==> config.mk <==
export PLATFORM = sky130hd
export DESIGN_NAME = wdog_guarded
export DESIGN_NICKNAME = d
export VERILOG_FILES = /design/src/rtl/wdog_pkg.sv /design/src/rtl/wdog_prescaler.sv /design/src/rtl/wdog_downcnt.sv /design/src/rtl/wdog_fsm.sv /design/src/rtl/wdog_guarded.sv
export SDC_FILE = /design/constraint.sdc
export NUM_CORES = 1
export LEC_CHECK = 0
export BUFFER_PORTS_ARGS = -buffer_cell sky130_fd_sc_hd__buf_2
export CORE_MARGIN = 5
export CORE_UTILIZATION = 55
export CTS_CLUSTER_DIAMETER = 200
export DETAILED_ROUTE_END_ITERATION = 8
export PLACE_DENSITY_LB_ADDON = 0.1
export SYNTH_ARGS = -nofsm -noshare
export SYNTH_HDL_FRONTEND = slang
export SYNTH_SLANG_ARGS = --single-unit
==> constraint.sdc <==
create_clock -name clk -period 3.9 [get_ports clk]
set_clock_uncertainty 0.15 [all_clocks]
set_input_delay 0.39 -clock clk [delete_from_list [all_inputs] [get_ports clk]]
set_output_delay 0.39 -clock clk [all_outputs]
set_load 0.02 [all_outputs]
==> src/rtl/wdog_pkg.sv <==
package wdog_pkg;

    typedef enum logic [1:0] {
        WD_OFF  = 2'd0,
        WD_RUN  = 2'd1,
        WD_FIRE = 2'd2
    } wd_state_e;

    localparam logic SEL_CTRL  = 1'b0;
    localparam logic SEL_COUNT = 1'b1;

    localparam int CTRL_ARM_BIT = 0;
    localparam int CTRL_EN_BIT  = 1;

endpackage

==> src/rtl/wdog_prescaler.sv <==
module wdog_prescaler #(
    parameter int PRESC_W = 9
) (
    input  logic               clk,
    input  logic               rst_n,
    input  logic               clr,
    input  logic               run,
    input  logic               tick,
    output logic               wrap,
    output logic [PRESC_W-1:0] presc_q
);
    localparam logic [PRESC_W-1:0] PRESC_MAX = {PRESC_W{1'b1}};

    always_ff @(posedge clk) begin
        if (!rst_n || clr) begin
            presc_q <= '0;
        end else if (run && tick) begin
            presc_q <= presc_q + 1'b1;
        end
    end

    always_comb begin
        wrap = run && tick && !clr && (presc_q == PRESC_MAX);
    end
endmodule

==> src/rtl/wdog_downcnt.sv <==
module wdog_downcnt #(
    parameter int CNT_W = 8
) (
    input  logic             clk,
    input  logic             rst_n,
    input  logic             clr,
    input  logic             load,
    input  logic [CNT_W-1:0] load_val,
    input  logic             step,
    output logic [CNT_W-1:0] cnt_q,
    output logic             last
);
    localparam logic [CNT_W-1:0] CNT_ONE = {{(CNT_W-1){1'b0}}, 1'b1};

    always_ff @(posedge clk) begin
        if (!rst_n || clr) begin
            cnt_q <= '0;
        end else if (load) begin
            cnt_q <= load_val;
        end else if (step && (cnt_q != '0)) begin
            cnt_q <= cnt_q - 1'b1;
        end
    end

    always_comb begin
        last = (cnt_q <= CNT_ONE);
    end
endmodule

==> src/rtl/wdog_fsm.sv <==
module wdog_fsm
    import wdog_pkg::*;
(
    input  logic      clk,
    input  logic      rst_n,
    input  logic      wr_ctrl,
    input  logic      ctrl_en_bit,
    input  logic      ctrl_arm_bit,
    input  logic      wr_count,
    input  logic      count_is_zero,
    input  logic      expire,
    output wd_state_e state_q,
    output logic      arm_q,
    output logic      load,
    output logic      running,
    output logic      fire
);
    wd_state_e state_d;
    logic      arm_d;

    // state register
    always_ff @(posedge clk) begin
        if (!rst_n) begin
            state_q <= WD_OFF;
            arm_q   <= 1'b0;
        end else begin
            state_q <= state_d;
            arm_q   <= arm_d;
        end
    end

    // next state and arm flag
    always_comb begin
        state_d = state_q;
        arm_d   = arm_q;
        unique case (state_q)
            WD_OFF: begin
                if (wr_ctrl && ctrl_en_bit) state_d = WD_RUN;             // start
            end
            WD_RUN: begin
                if (load && count_is_zero) state_d = WD_OFF;              // stop
                else if (!load && expire)  state_d = WD_FIRE;             // expire
            end
            WD_FIRE: begin
                state_d = WD_OFF;                                         // recover
            end
            default: state_d = WD_OFF;
        endcase
        if (state_q == WD_FIRE) arm_d = 1'b0;
        else if (load)          arm_d = 1'b0;
        else if (wr_ctrl)       arm_d = ctrl_arm_bit;
    end

    // outputs
    always_comb begin
        load    = wr_count && arm_q && (state_q != WD_FIRE);
        running = (state_q == WD_RUN);
        fire    = (state_q == WD_FIRE);
    end
endmodule

==> src/rtl/wdog_guarded.sv <==
module wdog_guarded
    import wdog_pkg::*;
#(
    parameter int PRESC_W = 9,
    parameter int CNT_W   = 8
) (
    input  logic             clk,
    input  logic             rst_n,
    input  logic             tick,
    input  logic             wr_en,
    input  logic             wr_sel,
    input  logic [CNT_W-1:0] wr_data,
    input  logic             rd_sel,
    output logic [CNT_W-1:0] rd_data,
    output logic             sys_rst_req
);
    wd_state_e          state_q;
    logic               arm_q;
    logic               load;
    logic               running;
    logic               fire;
    logic               wrap;
    logic               last;
    logic               expire;
    logic               wr_ctrl;
    logic               wr_count;
    logic               count_is_zero;
    logic [PRESC_W-1:0] presc_q;
    logic [CNT_W-1:0]   cnt_q;

    always_comb begin
        wr_ctrl       = wr_en && (wr_sel == SEL_CTRL);
        wr_count      = wr_en && (wr_sel == SEL_COUNT);
        count_is_zero = (wr_data == '0);
        expire        = wrap && last;
    end

    wdog_fsm u_fsm (
        .clk           (clk),
        .rst_n         (rst_n),
        .wr_ctrl       (wr_ctrl),
        .ctrl_en_bit   (wr_data[CTRL_EN_BIT]),
        .ctrl_arm_bit  (wr_data[CTRL_ARM_BIT]),
        .wr_count      (wr_count),
        .count_is_zero (count_is_zero),
        .expire        (expire),
        .state_q       (state_q),
        .arm_q         (arm_q),
        .load          (load),
        .running       (running),
        .fire          (fire)
    );

    wdog_prescaler #(.PRESC_W(PRESC_W)) u_presc (
        .clk     (clk),
        .rst_n   (rst_n),
        .clr     (load || fire),
        .run     (running),
        .tick    (tick),
        .wrap    (wrap),
        .presc_q (presc_q)
    );

    wdog_downcnt #(.CNT_W(CNT_W)) u_cnt (
        .clk      (clk),
        .rst_n    (rst_n),
        .clr      (fire),
        .load     (load),
        .load_val (wr_data),
        .step     (wrap),
        .cnt_q    (cnt_q),
        .last     (last)
    );

    always_comb begin
        rd_data = '0;
        if (rd_sel == SEL_COUNT) begin
            rd_data = cnt_q;
        end else begin
            rd_data[CTRL_EN_BIT]  = running;
            rd_data[CTRL_ARM_BIT] = arm_q;
        end
        sys_rst_req = fire;
    end
endmodule

==> results.md <==
- Top_reg_cell synth: dfxtp_1
- Synth Warn #: 0
- Largest net degree at the start of global routing: 13
- Final Cycle Share: 52.0%
- CTS Hold Bufs: 0
- GRT Total Usage: 18.1%
- Setup crit start kind: flip-flop
- Placed wire-length estimate: 2100 µm
- CTS root buffer: clkbuf_4
- Worst r2r src: u_presc.presc_q[0]
- FMAX: 493 MHz
- P&R area growth vs syn: 14.3%
- Gate count of the mapped netlist: 143
- Final setup TNS: 0 ps
- Critical Path End Type: flip-flop
- Drt total wl: 2730 µm
- Clk pin slew, worst setup/hold paths: 110 ps
- H-tree depth: 1
- Bufs on Longest Clock Path: 2
- Synth Net Count: 162
- GPL Wtd Cong: 0.897
- Die Wd: 56.0 µm
- Synthesized area: 1170 µm²
- Ports: 23
- Dominant cells by area after synthesis: dfxtp_1 34%, nand2_1 7.1%, ha_1 5.4%
- PD cells: 310 nW/µm²
- Postcts setup bufs: 0
- Core Footprint: 1980 µm²
- Worst EP arrival: 2090 ps
- Yosys reg bits: 20
- Drt first pass iters: 4
- Synth async-reset ratio: 0%
- Placed instance count: 188
- Port-buffer cells: 22
- Fraction of layout cells with a size suffix above 1: 21.2%
- # nets final: 185
- Initial core utilization: 58.8%
- Inserted Diodes: 0
- Endpoints failing hold: 0
- First-pass GRT wire length: 4640 µm
- Yosys top cell by area: dfxtp_1
- R2r endpoint: u_fsm.state_q[0]
- Rel. slew slack: 61.7%
- Most frequent cells in the layout: 22 x nand2_1, 22 x buf_2, 20 x dfxtp_1, 14 x nor2_1, 8 x a21oi_1
- Die ar.: 3140 µm²
- Post-route minimum period: 2030 ps
- Antenna violations before repair: 0
- Finish-stage setup viols: 0
- Vias per cell: 5.73
- TritonCTS clock tree: built
- Worst-path fanout max: 4
- Finished Layout Cells: 192
- Clk_lat worst skew: 310 ps
- Vias: 1101
- Sequential area share after synthesis: 34.3%
- End of the critical path: u_fsm.state_q[0]
- Synthesized area per cell: 8.15 µm²
- Clock sink total: 20
- Max-cap violation count: 0
- Reg-to-reg slack, setup: 1870 ps
- RSZ-0062 raised after global routing: no
- Post-synth EDFFs: 0
- Worst path required time: 3970 ps
- Pins Over Slew Limit: 0
- TritonCTS buffer count: 3
- Worst slew pin tran: 572 ps
- Kind of critical path: reg -> reg
- Row cnt: 16
- CTS resizes: 0
- Post-DRT Antenna Nets: 0
- Worst Setup SP: u_presc.presc_q[0]
- DR iter-0 viols: 58
- Netlist cell types: 40
- DRC Markers: 0
- Status: complete, no violations
- DR WL/cell: 14.2 µm
- Total gr overflow: 0
- Tightest Hold Check Type: in -> reg
- Leakage power: 0.578 nW
- VDD IR-drop max: 218 µV
- Post-synth top area share: 34.3%
- Worst R2R Path Depth: 8
- Vias in the first global route: 1046
- Die height: 56.0 µm
worst min path at each step:
stage | from | to | slack [ps] | depth (start not counted)
floorplan | u_presc.presc_q[5] | u_presc.presc_q[5] | 300 | 2
global placement | u_presc.presc_q[5] | u_presc.presc_q[5] | 310 | 2
detailed placement | u_presc.presc_q[5] | u_presc.presc_q[5] | 330 | 2
CTS | rst_n | u_fsm.state_q[0] | 180 | 2
global route | rst_n | u_fsm.state_q[0] | 190 | 2
finish | rst_n | u_fsm.state_q[0] | 190 | 2
cell type report:
cell class / count / area (µm²)
Tap cell: 27 / 33.8
Multi-Input combinational cell: 114 / 717
Clock buffer: 3 / 22.5
Fill cell: 166 / 649
Clock inverter: 1 / 30.0
Timing Repair Buffer: 22 / 110
Inverter: 5 / 18.8
Sequential cell: 20 / 400
cell usage after synthesis, types with 2 or more instances:
master	count
nand2_1	22
dfxtp_1	20
nor2_1	14
a21oi_1	8
and2_1	6
ha_1	5
inv_1	5
nand3_1	4
o21ai_0	4
xor2_1	4
a22oi_1	3
a31oi_1	3
nand2b_1	3
nand4_1	3
nor2b_1	3
and3_1	2
buf_6	2
clkbuf_1	2
mux2_2	2
mux2i_1	2
nand3b_1	2
nor3_1	2
nor4_1	2
o22ai_1	2
or3_1	2
xnor2_1	2
metrics by stage:
stage / worst slack [ps] / hold slack [ps] / power [mW] / utilization (%) / area (µm²)
after global placement: 1910 / 312 / 0.245 / 64.6 / 1280
after detailed placement: 1920 / 330 / 0.246 / 64.6 / 1280
after global routing: 1700 / 191 / 0.429 / 67.2 / 1330
after floorplan: 2050 / 304 / 0.232 / - / 1170
after CTS: 1900 / 180 / 0.414 / 67.2 / 1330
final: 1870 / 187 / 0.413 / 67.2 / 1330
critical path: stages, from the launching register on:
cell     delay [ps]
dfxtp_1         400
ha_1            240
nand3_1          90
nor2_1          120
ha_1            180
and3_4          200
nor3b_1         270
o21ai_0         130
and2_1          160
where the power goes:
part           switching, mW  internal [mW]
clock network         0.0672          0.104
registers            0.00252          0.206
logic                 0.0193         0.0136
total                 0.0889          0.324
sequential cells by signal (all words and copies together) (netlist names):
| signal | count |
|---|---|
| u_cnt.cnt_q | 8 |
| u_fsm.state_q | 2 |
| u_presc.presc_q | 9 |
| u_fsm.arm_q | 1 |
kinds of logic after synthesis:
kind of cell	share of synthesized area [%]
muxes	3.65
adders and majority gates	5.36
and+or+nand+nor	34.4
buffers and inverters	4.18
AOI/OAI and AO/OA	13.5
xor gates and xnor gates	4.51
DFF	34.3
per-layer routing:
layer | up-vias | share of wire, % | track usage [%]
met5 | - | 0 | 0
met4 | 0 | 1.5 | 6.10
met3 | 7 | 10 | 4.41
met2 | 55 | 43 | 27.5
met1 | 495 | 45 | 24.8
li1 | 544 | - | -
No activity file was read; power rests on OpenSTA's default activity.
